===== src/rtl/stdec_pkg.sv =====
// Shared constants and types for the store decoder.
// Assumes the 32-bit base instruction encoding (no compressed words).
package stdec_pkg;
    localparam int          INSN_W    = 32;
    localparam int          REG_W     = 5;
    localparam int          IMM_W     = 12;
    localparam logic [6:0]  OPC_STORE = 7'b0100011;

    typedef enum logic [1:0] {
        SZ_BYTE  = 2'd0,
        SZ_HALF  = 2'd1,
        SZ_WORD  = 2'd2,
        SZ_DWORD = 2'd3
    } size_e;

    typedef struct packed {
        logic [IMM_W-1:0] imm;
        logic [REG_W-1:0] rs2;
        logic [REG_W-1:0] rs1;
        logic [2:0]       minor;
        logic [6:0]       major;
    } fields_t;
endpackage


===== src/rtl/stdec_split.sv =====
// Splits a store-format word into its fields and joins the two
// immediate pieces into one 12-bit value. Purely combinational.
// Assumes the register and opcode fields sit at the fixed positions
// shared with the other formats.
module stdec_split
    import stdec_pkg::*;
(
    input  logic [INSN_W-1:0] insn,
    output fields_t           flds
);
    // Pick out fields; upper immediate piece goes above the lower one.
    always_comb begin
        flds.major = insn[6:0];
        flds.minor = insn[14:12];
        flds.rs1   = insn[19:15];
        flds.rs2   = insn[24:20];
        flds.imm   = {insn[31:25], insn[11:7]};
    end
endmodule


===== src/rtl/stdec_class.sv =====
// Decides whether a word is a supported store and gives its size code.
// Combinational. EN_DWORD selects whether minor code 011 is accepted.
module stdec_class
    import stdec_pkg::*;
#(
    parameter bit EN_DWORD = 1'b1
)(
    input  logic [6:0] major,
    input  logic [2:0] minor,
    output logic       is_store,
    output size_e      size
);
    logic minor_ok;

    generate
        if (EN_DWORD) begin : g_dw
            // Codes 000..011 are all legal widths.
            always_comb minor_ok = ~minor[2];
        end else begin : g_nodw
            // Codes 000..010 only; 011 is rejected.
            always_comb minor_ok = ~minor[2] && (minor[1:0] != 2'b11);
        end
    endgenerate

    // Store only when the major opcode matches and the width is supported.
    always_comb begin
        is_store = (major == OPC_STORE) && minor_ok;
        size     = size_e'(minor[1:0]);
    end
endmodule


===== src/rtl/stdec_sext.sv =====
// Sign-extends a 12-bit offset to OFS_W bits. Assumes OFS_W > 12.
module stdec_sext
    import stdec_pkg::*;
#(
    parameter int OFS_W = 32
)(
    input  logic [IMM_W-1:0] imm,
    output logic [OFS_W-1:0] ofs
);
    localparam int EXT_W = OFS_W - IMM_W;

    // Replicate the top immediate bit into the upper part.
    always_comb ofs = {{EXT_W{imm[IMM_W-1]}}, imm};
endmodule


===== src/rtl/stdec_top.sv =====
// Store decoder top: splits, classifies and sign-extends one word per
// cycle and registers the result. Synchronous active-low reset.
// The field outputs are captured on any valid word and held otherwise.
module stdec_top
    import stdec_pkg::*;
#(
    parameter bit EN_DWORD = 1'b1,
    parameter int OFS_W    = 32
)(
    input  logic              clk,
    input  logic              rst_n,
    input  logic              in_vld,
    input  logic [31:0]       in_insn,
    output logic              out_vld,
    output logic              out_store,
    output logic              out_illegal,
    output logic [4:0]        out_rs1,
    output logic [4:0]        out_rs2,
    output logic [1:0]        out_size,
    output logic [OFS_W-1:0]  out_offset
);
    fields_t          flds;
    logic             is_store;
    size_e            size;
    logic [OFS_W-1:0] ofs;

    stdec_split u_split (.insn(in_insn), .flds(flds));

    stdec_class #(.EN_DWORD(EN_DWORD)) u_class (
        .major(flds.major), .minor(flds.minor),
        .is_store(is_store), .size(size)
    );

    stdec_sext #(.OFS_W(OFS_W)) u_sext (.imm(flds.imm), .ofs(ofs));

    // Output register: verdict every cycle, fields only on valid words.
    always_ff @(posedge clk) begin
        if (!rst_n) begin
            out_vld     <= 1'b0;
            out_store   <= 1'b0;
            out_illegal <= 1'b0;
            out_rs1     <= '0;
            out_rs2     <= '0;
            out_size    <= '0;
            out_offset  <= '0;
        end else begin
            out_vld     <= in_vld;
            out_store   <= in_vld && is_store;
            out_illegal <= in_vld && !is_store;
            if (in_vld) begin
                out_rs1    <= flds.rs1;
                out_rs2    <= flds.rs2;
                out_size   <= size;
                out_offset <= ofs;
            end
        end
    end

    // valid follows the input by one cycle
    a_r2_vld_latency: assert property (@(posedge clk) disable iff (!rst_n)
        in_vld |=> out_vld);
    a_r2_idle_latency: assert property (@(posedge clk) disable iff (!rst_n)
        !in_vld |=> !out_vld);
    // store opcode with a low minor code is accepted
    a_r3_accept: assert property (@(posedge clk) disable iff (!rst_n)
        (in_vld && in_insn[6:0] == 7'b0100011 && !in_insn[14]
         && (EN_DWORD || in_insn[13:12] != 2'b11))
        |=> (out_store && !out_illegal));
    // low 12 offset bits are the joined immediate pieces
    a_r5_offset: assert property (@(posedge clk) disable iff (!rst_n)
        in_vld |=> (out_offset[11:0] == {$past(in_insn[31:25]), $past(in_insn[11:7])}
                    && out_offset[OFS_W-1] == $past(in_insn[31])));
    // upper minor codes are illegal
    a_r7_high_minor: assert property (@(posedge clk) disable iff (!rst_n)
        (in_vld && in_insn[14]) |=> (out_illegal && !out_store));
    // foreign major opcode is illegal
    a_r8_foreign_major: assert property (@(posedge clk) disable iff (!rst_n)
        (in_vld && in_insn[6:0] != 7'b0100011) |=> (out_illegal && !out_store));
    // idle cycles hold the fields and clear the verdict
    a_r10_hold: assert property (@(posedge clk) disable iff (!rst_n)
        !in_vld |=> ($stable(out_offset) && $stable(out_rs1) && $stable(out_rs2)
                     && $stable(out_size) && !out_store && !out_illegal));

    generate
        if (!EN_DWORD) begin : g_chk_nodw
            // doubleword code rejected when support is off
            a_r9_no_dword: assert property (@(posedge clk) disable iff (!rst_n)
                (in_vld && in_insn[14:12] == 3'b011) |=> (out_illegal && !out_store));
        end
    endgenerate
endmodule


===== config.mk =====
export PLATFORM = sky130hd
export DESIGN_NAME = stdec_top
export DESIGN_NICKNAME = d
export VERILOG_FILES = /design/src/rtl/stdec_pkg.sv /design/src/rtl/stdec_split.sv /design/src/rtl/stdec_class.sv /design/src/rtl/stdec_sext.sv /design/src/rtl/stdec_top.sv
export SDC_FILE = /design/constraint.sdc
export NUM_CORES = 1
export LEC_CHECK = 0
export BUFFER_PORTS_ARGS = -buffer_cell sky130_fd_sc_hd__buf_2
export CAP_MARGIN = 10
export CORE_MARGIN = 2
export CORE_UTILIZATION = 25
export CTS_BUF_LIST = sky130_fd_sc_hd__clkbuf_2 sky130_fd_sc_hd__clkbuf_4 sky130_fd_sc_hd__clkbuf_8
export CTS_CLUSTER_SIZE = 14
export DETAILED_ROUTE_END_ITERATION = 12
export PLACE_DENSITY_LB_ADDON = 0.08
export SLEW_MARGIN = 20
export SYNTH_ARGS = -nofsm -noshare
export SYNTH_HDL_FRONTEND = slang
export SYNTH_SLANG_ARGS = --single-unit

===== constraint.sdc =====
create_clock -name clk -period 1 [get_ports clk]
set_clock_uncertainty 0.2 [all_clocks]
set_input_delay 0.05 -clock clk [delete_from_list [all_inputs] [get_ports clk]]
set_output_delay 0.05 -clock clk [all_outputs]
set_load 0.005 [all_outputs]

; ---- Yosys cells after proc, flatten, opt, wreduce, memory -nomap -nowiden
; Index checks and enable logic that the tools add are counted.
[totals]
elab_cells = 13
input_bits = 35
out_inout_bits = 47
ff_bits = 27
[classes]
n_eq_ne = 1
n_reduce_logical = 4
bitwise = 1
[ops]
columns = cell, count
row1 = $eq A7 B6 Y1 const B, 1
row2 = $logic_and A1 B1 Y1, 3
row3 = $logic_not A1 Y1, 1
row4 = $not A1 Y1, 1

; ---- Longest topological paths before layout
; Gate-level depths: netlist (run 1).
[depth]
ltp_word = 4
mapped_depth = 4

; ---- Cells and area by module
; From an unflattened synthesis (run 1), not the netlist that was laid out.
[unflattened]
hier_cells = 217
area_unflattened_um2 = 2307.2
[modules_own_cells]
columns = module, seq_area_each_um2, instances, cells_per_inst, area_per_inst_um2
row1 = stdec_top, 940.9, 1, 148, 1791.7
row2 = stdec_sext, 0.0, 1, 32, 240.2
row3 = stdec_split, 0.0, 1, 32, 240.2
row4 = stdec_class, 0.0, 1, 5, 35.0

; ---- Worst setup path before layout (run 1)
; No wires, ideal clock.
[synth_path]
path_type = register to register
startpoint = register, netlist name out_offset[11]
endpoint = register, netlist name out_offset[11]
required_time_ps = 734
arrival_time_ps = 879
n_path_buf = 0
setup_ps = 66
setup_slack_ps = -145
stages_incl_launch_ff = 3
path_cell_list = dfxtp_1 -> mux2i_1 -> nor2b_1

; ---- Final worst setup path (run 1)
[layout_path]
startpoint = register, netlist name out_offset[11]
endpoint = output port out_offset[27]
[layout_lines]
columns = item, line
row1 = to (decl), stdec_top.sv:20  ; output logic [OFS_W-1:0] out_offset
; No word-level cell between the ends.

==> metrics.yaml, run 1 <==
status: "complete, but fails checks"
violations: "negative hold slack, negative setup slack"
first_pass_iters: 4
place_hpwl_mm: 1.72
insertion_delay_ns: 0.26
rsz0062_at_grt: "true"
synth_cells: 106
max_cap_violations: 0
synth.area.mux_share: 0.208
grt_pass1_wl_mm: 3.98
cts_sinks: 27
worstPathArrival_ns: 0.87
io_pins: 82
synth_compound_area_frac: 0.00865
synthToLayoutAreaGrowth_pct: 59.9
synth_area_um2: 1160
grt_pass1_vias: 922
synthXorXnorAreaFrac: 0
final_nets: 230
worst_setup_path_end_kind: "primary output"
total_power_uw: 2250
antennaDiodeCount: 0
seq_area_frac_synth: 0.467
hold_viol_final: 2
gpl.final_weighted_congestion: 0.650
vias: 975
max_slew_margin: 0.760
ant_nets: 0
start_util: 0.262
clockBufferDepth: 2
min_period_ns: 1.12
syn_avg_cell_area_um2: 10.9
powerDensity_nw_per_um2: 1220
io_buffers: 81
clkTransAtPathRegs_ns: 0.09
postCtsHoldBufs: 24
synth-adder-area-share: 0
die_area_um2: 5190
start_kind: "flop"
fin_tns_setup_ns: -2.48
die_w_um: 72.0
leakage_uw: 0.000966
grt_max_degree: 26
cp.required_ns: 0.75
wl_per_cell_um: 10.4
ir_drop_mv: 0.519
hp-class: "in -> reg"
via_per_inst: 3.96
die_height_um: 72.0
antenna_found_initial: 0
critPathMaxFanout: 11
instances_no_fill: 246
ys_types: 12
final_cell_mix: "buf_2 (77), mux2i_1 (24), nor2b_1 (24), dlygate4sd3_1 (24), dfxtp_2 (21)"
drc_errors: 0
drtIter0Drc: 13
fin_util: 0.419
rows: 24
synthesis.nets: 141
ys_warn_count: 0
cts_max_level: 1
cts_tree: "done"
fmax_mhz: 893
grt.total_usage: 0.0960
worst_slew_pin_slew_ns: 0.360
synth-seq-cells: 27
layout_commonest_cell: "buf_2"
drive_above_1_share: 0.577
core_um2: 4410
synth_top_family_by_area: "multiplexers"
fin_crit_sh: 1.12
worst-setup-path-type: "reg -> out"
cts-root-buf: "clkbuf_8"
synthSimpleGateAreaFrac: 0.155
fin_hold_ws_ns: -0.162
grt-ovfl-total: 0
finalSetupViolations: 21
post-place-cells: 216
drv_slew: 0
numCtsBuffers: 3
fin_ws_ns: -0.120
routed_wl_mm: 2.56
==> Yosys cell counts <==
library cell / n / area (µm²)
or4_4: 1 / 11.3
clkbuf_1: 2 / 7.51
nand2_1: 1 / 3.75
nor3_1: 1 / 5.00
nor2b_1: 24 / 150
inv_1: 1 / 3.75
nand4b_1: 1 / 8.76
mux2i_1: 24 / 240
dfxtp_1: 27 / 541
buf_4: 22 / 165
o21ba_1: 1 / 10.0
buf_6: 1 / 11.3
==> power by group <==
| group | switching [µW] | total, µW | internal (µW) |
|---|---|---|---|
| registers | 29.8 | 1170 | 1140 |
| logic | 159 | 443 | 284 |
| clock network | 323 | 635 | 312 |
==> worst paths after layout <==
path                                startpoint             end  slack (ns)  cells after the start
worst max-delay path            out_offset[11]  out_offset[27]       -0.12                      2
worst max register to register  out_offset[11]  out_offset[11]        0.03                      3
worst min register to register      out_rs2[1]      out_rs2[1]        0.31                      2
worst min-delay path                in_insn[2]       out_store       -0.16                      3
==> per-layer routing <==
| layer | track usage | wire, µm |
|---|---|---|
| met5 | 0 | 0 |
| met1 | 0.111 | 1110 |
| met2 | 0.172 | 1250 |
| met3 | 0.0250 | 184 |
| met4 | 0.0314 | 14 |
==> kinds of logic (layout without fill, tap and decap cells) <==
family	count (synthesis)	in the layout
AOI/OAI and AO/OA	1	1
buffers and inverters	26	114
DFF	27	27
muxes	24	24
and+or+nand+nor	28	28
==> state kept, by name, indices dropped and copies added, names as in the netlist <==
signal / flops
out_illegal: 1
out_offset: 12
out_rs1: 5
out_rs2: 5
out_size: 2
out_store: 1
out_vld: 1
==> through the flow <==
step | instance area [µm²] | setup WS (ns)
CTS | 1780 | -0.120
detailed placement | 1490 | -0.163
finish | 1850 | -0.120
floorplan | 1160 | -0.0442
global route | 1850 | -0.169
global placement | 1490 | -0.151
==> worst max-delay path, stage by stage, from the launching register on <==
cell and delay, ns:
dfxtp_4 0.36, buf_6 0.13, buf_2 0.12
==> final cells by class <==
type	count	area, µm²
Inverter	1	3.75
Fill cell	446	2560
Tap cell	52	65.1
Clock buffer	4	48.8
Sequential cell	27	571
Timing Repair Buffer	109	733
Multi-Input combinational cell	53	429
==> what timing repair did <==
item / in CTS / in global routing
setup endpoints to repair: 22 / 42
hold endpoints to repair: 26 / 2
buffers inserted: 0 / 2
resized for setup: 2 / 28
(Power assumes the default switching activity.)
==> run 2: changes to the inputs <==
==> constraint.sdc (replaced) <==
create_clock -name clk -period 1 [get_ports clk]
set_clock_uncertainty 0.2 [all_clocks]
set_input_delay 0.05 -clock clk [delete_from_list [all_inputs] [get_ports clk]]
set_output_delay 0.05 -clock clk [all_outputs]
set_load 0.1 [all_outputs]
==> metrics.yaml, run 2 (same netlist as run 1, synthesis figures left out) <==
status: "complete, but fails checks"
violations: "negative hold slack, negative setup slack"
cp.required_ns: 0.75
worst_slew_pin_slew_ns: 0.367
r2r-end: "out_offset[11]"
drc_errors: 0
final_nets: 231
die_height_um: 72.0
clockBufferDepth: 2
critPathMaxFanout: 8
layout_commonest_cell: "buf_12"
area.sequential_um2: 634
insertion_delay_ns: 0.27
fin_util: 0.605
first_pass_iters: 2
drtIter0Drc: 6
drv_slew: 0
rsz0062_at_grt: "true"
start_kind: "flop"
grt_pass1_vias: 1091
place_area_um2: 2300
max_slew_margin: 0.755
cts_tree: "done"
via_per_inst: 4.11
worst-setup-path-type: "reg -> out"
antenna_found_initial: 0
switching_share: 0.402
worstRegToRegCells: 3
rrSetupSlack_ns: -0.05
crit_chain: "buf_16 > buf_16"
hold_start: "in_insn[2]"
synthToLayoutAreaGrowth_pct: 131
antennaDiodeCount: 0
max_cap_violations: 0
wl_per_cell_um: 12.6
cts_setup_buffers: 0
ir_drop_mv: 0.736
powerDensity_nw_per_um2: 1280
r2r_start: "out_offset[11]"
hold_viol_final: 2
worstPathArrival_ns: 1.06
worst_setup_path_end_kind: "primary output"
internal-power_uw: 2040
fmax_mhz: 761
start_util: 0.262
rows: 24
final_cell_mix: "buf_12 (41), buf_2 (34)"
fin_hold_ws_ns: -0.185
cts_max_level: 1
postCtsHoldBufs: 24
pwr-share-clk: 0.177
p_sw_uw: 1370
final_cell_area_um2: 2670
p_comb_frac: 0.477
numCtsBuffers: 3
grt.total_usage: 0.125
gpl.final_weighted_congestion: 0.631
fin_crit_sh: 1.31
largest_reg_flops: 12
cts-root-buf: "clkbuf_8"
routed_wl_mm: 3.11
seqPwrFrac: 0.346
min_period_ns: 1.31
grt_max_degree: 26
drive_above_1_share: 0.605
min_path_cells: 3
io_buffers: 81
cpMaxStageDelayCell: "dfxtp_4"
fin_ws_ns: -0.314
multi_input_area_um2: 429
hp-class: "in -> reg"
die_area_um2: 5190
leakage_uw: 0.00117
vias: 1014
cp_common_cell: "buf_16"
critical-path-max-stage-delay_ns: 0.42
clkTransAtPathRegs_ns: 0.09
min_to: "out_store"
regMostFlops: "out_offset"
finalSetupViolations: 48
grt_pass1_wl_mm: 5.09
core_um2: 4410
dp_slack_ns: -0.170
top_regs: "out_offset x12, out_rs1 x5, out_rs2 x5"
grt-ovfl-total: 0
fillCellCount: 346
io_pins: 82
ant_nets: 0
cts_sinks: 27
die_w_um: 72.0
run 2: power groups by stage:
stage	registers, µW	clock network, µW	logic, µW
2_1_floorplan	1630	0	548
3_3_place_gp	1200	0	1500
3_5_place_dp	1210	0	1520
4_1_cts	1180	656	1640
5_1_grt	1190	694	1680
6_report	1180	603	1630
run 2: layout make-up:
class                           instances  area share
Sequential cell                        27       0.237
Tap cell                               52      0.0243
Timing Repair Buffer                  110       0.559
Clock inverter                          1     0.00187
Clock buffer                            3      0.0154
Multi-Input combinational cell         53       0.161
Inverter                                1     0.00140
run 2: metal layers:
metal,GRT usage,vias to the layer above,share of wire
met5,0,-,0
met1,0.129,454,0.38
li1,-,505,-
met2,0.238,51,0.53
met4,0.0252,0,0.0064
met3,0.0486,4,0.091
run 2: worst max-delay path by stage:
stage | startpoint | slack, ns | endpoint | cells past startpoint
after floorplan | out_offset[11] | -0.23 | out_offset[12] | 1
after global placement | in_insn[6] | -0.15 | out_illegal | 3
after detailed placement | in_insn[6] | -0.17 | out_illegal | 3
after CTS | out_offset[11] | -0.34 | out_offset[28] | 2
after global routing | out_offset[11] | -0.35 | out_offset[26] | 2
final | out_offset[11] | -0.31 | out_offset[19] | 2
run 2: critical path: cells and delay by family, from the launching register on:
family   cells  cell delay, ns
buf+inv      2            0.37
flops        1            0.42
run 2: stage by stage:
| step | total power [µW] | setup TNS (ns) | cells |
|---|---|---|---|
| 3_3_place_gp | 2710 | -0.934 | 218 |
| 6_report | 3410 | -7.53 | 247 |
| 5_1_grt | 3560 | -9.46 | 247 |
| 2_1_floorplan | 2170 | -4.74 | 106 |
| 4_1_cts | 3480 | -8.61 | 247 |
| 3_5_place_dp | 2720 | -1.14 | 218 |
run 2: repair_timing:
action / 4_1_cts / 5_1_grt
endpoints found under the hold margin: 26 / 2
setup endpoints to repair: 48 / 48
gates cloned: 1 / 0
gates resized for setup: 9 / 0
==> run 3: changes to the inputs <==
--- a/config.mk
+++ b/config.mk
@@ -5,6 +5,7 @@
 export SDC_FILE = /design/constraint.sdc
 export NUM_CORES = 1
 export LEC_CHECK = 0
+export ABC_AREA = 1
 export BUFFER_PORTS_ARGS = -buffer_cell sky130_fd_sc_hd__buf_2
 export CAP_MARGIN = 10
 export CORE_MARGIN = 2
==> metrics.yaml, run 3 <==
status: "complete, but fails checks"
violations: "negative hold slack, negative setup slack"
max_slew_margin: 0.721
total_power_uw: 3670
io_buffers: 81
fin_util: 0.602
grt_pass1_wl_mm: 5.61
cp.required_ns: 0.75
drc_errors: 0
critPathMaxFanout: 9
clkTransAtPathRegs_ns: 0.09
grt_max_degree: 26
numCtsBuffers: 3
vias: 1229
worstRegToRegCells: 3
synth_edf_count: 0
rows: 24
start_kind: "flop"
r2r_start: "out_offset[11]"
synth_cells: 151
grt.total_usage: 0.136
layout_commonest_cell: "nor2_1"
drv_slew: 0
fin_hold_ws_ns: -0.100
critical_path.top_delay_family: "flip-flops"
worst_setup_path_end_kind: "primary output"
drtIter0Drc: 21
hold_viol_final: 2
yosysTopAreaCellShare: 0.474
seq_area_frac_synth: 0.474
netlist_top_cells_area: "dfxtp_1 (47%), nor2_1 (18%), buf_4 (14%)"
clockBufferDepth: 2
regMostFlops: "out_offset"
synthFlopType: "dfxtp_1"
r2r-end: "out_offset[11]"
ys_types: 12
cpMaxStageDelayCell: "dfxtp_4"
place_hpwl_mm: 2.57
postCtsHoldBufs: 24
synth-seq-cells: 27
rsz0062_at_grt: "true"
wl_per_cell_um: 11.7
cts_tree: "done"
die_w_um: 71.6
fin_tns_setup_ns: -7.16
routed_wl_mm: 3.41
cp_common_cell: "buf_16"
core_um2: 4380
ir_drop_mv: 0.656
cts_sinks: 27
final_cell_mix: "nor2_1 (56), buf_12 (39), buf_2 (34), dlygate4sd3_1 (24), dfxtp_4 (24)"
drive_above_1_share: 0.498
finalSetupViolations: 47
top_regs: "out_offset x12, out_rs1 x5, out_rs2 x5"
yosysTopAreaCell: "dfxtp_1"
worstPathArrival_ns: 1.06
worst_slew_pin_slew_ns: 0.419
fmax_mhz: 765
largest_reg_flops: 12
min_path_cells: 6
crit_chain: "buf_16 > buf_16"
cts_max_level: 1
synthTopCellsByCount: "nor2_1 (56), dfxtp_1 (27), buf_4 (21), o21ai_0 (21)"
hold_start: "in_insn[6]"
antennaDiodeCount: 0
path_buf_inv: 2
syn_avg_cell_area_um2: 7.56
via_per_inst: 4.22
ys_warn_count: 0
min_to: "out_store"
antenna_found_initial: 0
async_flop_share: 0
gpl.final_weighted_congestion: 0.694
critical-path-max-stage-delay_ns: 0.40
ant_nets: 0
first_pass_iters: 3
fin_crit_sh: 1.31
die_height_um: 71.6
worst-setup-path-type: "reg -> out"
powerDensity_nw_per_um2: 1390
io_pins: 82
leakage_uw: 0.00119
rrSetupSlack_ns: 0.01
start_util: 0.260
fin_ws_ns: -0.307
cts-root-buf: "clkbuf_8"
die_area_um2: 5120
max_cap_violations: 0
insertion_delay_ns: 0.26
synthesis.nets: 186
yosysMostFrequentCell: "nor2_1"
grt-ovfl-total: 0
synth_area_um2: 1140
hp-class: "in -> reg"
synthToLayoutAreaGrowth_pct: 131
grt_pass1_vias: 1213
min_period_ns: 1.31
final_nets: 275
run 3: changes by cell type in the layout (fill, tap and decap cells not counted), sizes merged, moves of 8 or more:
cell / before / now
inv: 1 / 9
nor2: 0 / 56
mux2i: 24 / 0
nand2: 1 / 9
o21ai: 0 / 24
nor2b: 24 / 0
run 3: logic make-up after synthesis:
| group | count (synthesis) | share of synthesized area |
|---|---|---|
| compound gates | 24 | 0.105 |
| flops | 27 | 0.474 |
| buf+inv | 35 | 0.205 |
| simple gates | 65 | 0.216 |
run 3: area by class of cell:
type                            instances  area (µm²)
Fill cell                             371        1750
Timing Repair Buffer                  110        1490
Sequential cell                        27         634
Multi-Input combinational cell         89         367
Tap cell                               52        65.1
Clock buffer                            4        48.8
Inverter                                9        33.8
run 3: routing by layer:
| metal | vias to the layer above | GRT usage | share of wire |
|---|---|---|---|
| met5 | - | 0 | 0 |
| met4 | 0 | 0.0252 | 0.0035 |
| met3 | 2 | 0.0352 | 0.074 |
| met2 | 45 | 0.253 | 0.54 |
| met1 | 562 | 0.158 | 0.38 |
| li1 | 620 | - | - |
run 3: worst register-to-register path, delay by kind of cell, from the launching register on:
family / cells / cell delay [ns]
compound gates: 1 / 0.11
simple gates: 1 / 0.05
flops: 1 / 0.38
buf+inv: 1 / 0.16
run 3: worst max path at each step:
stage                         startpoint             end  slack (ns)  depth (start not counted)
after floorplan           out_offset[11]  out_offset[12]       -0.23                          1
after detailed placement  out_offset[11]  out_offset[27]       -0.04                          2
after global routing      out_offset[11]  out_offset[19]       -0.34                          2
final                     out_offset[11]  out_offset[13]       -0.31                          2
after CTS                 out_offset[11]  out_offset[13]       -0.32                          2
after global placement    out_offset[11]  out_offset[19]       -0.03                          2
run 3: where the power goes:
group / switching, µW / internal, µW / leakage [µW]
logic: 1150 / 690 / 0.000920
registers: 73.1 / 1130 / 0.000240
clock network: 311 / 312 / 0.0000262
run 3: stage by stage:
step	hold slack (ns)	std cells	setup slack [ns]	area [µm²]
floorplan	-0.0378	151	-0.228	1230
global placement	0.0732	262	-0.0313	2250
detailed placement	0.0791	262	-0.0410	2250
CTS	-0.107	291	-0.321	2640
global route	-0.0751	291	-0.339	2640
finish	-0.100	291	-0.307	2640
run 3: timing repair:
action                                  in CTS  in global routing
hold endpoints to repair                    26                  2
setup buffers                                0                  0
resized for setup                           11                  0
endpoints found under the setup margin      48                 48
gates cloned                                 1                  0
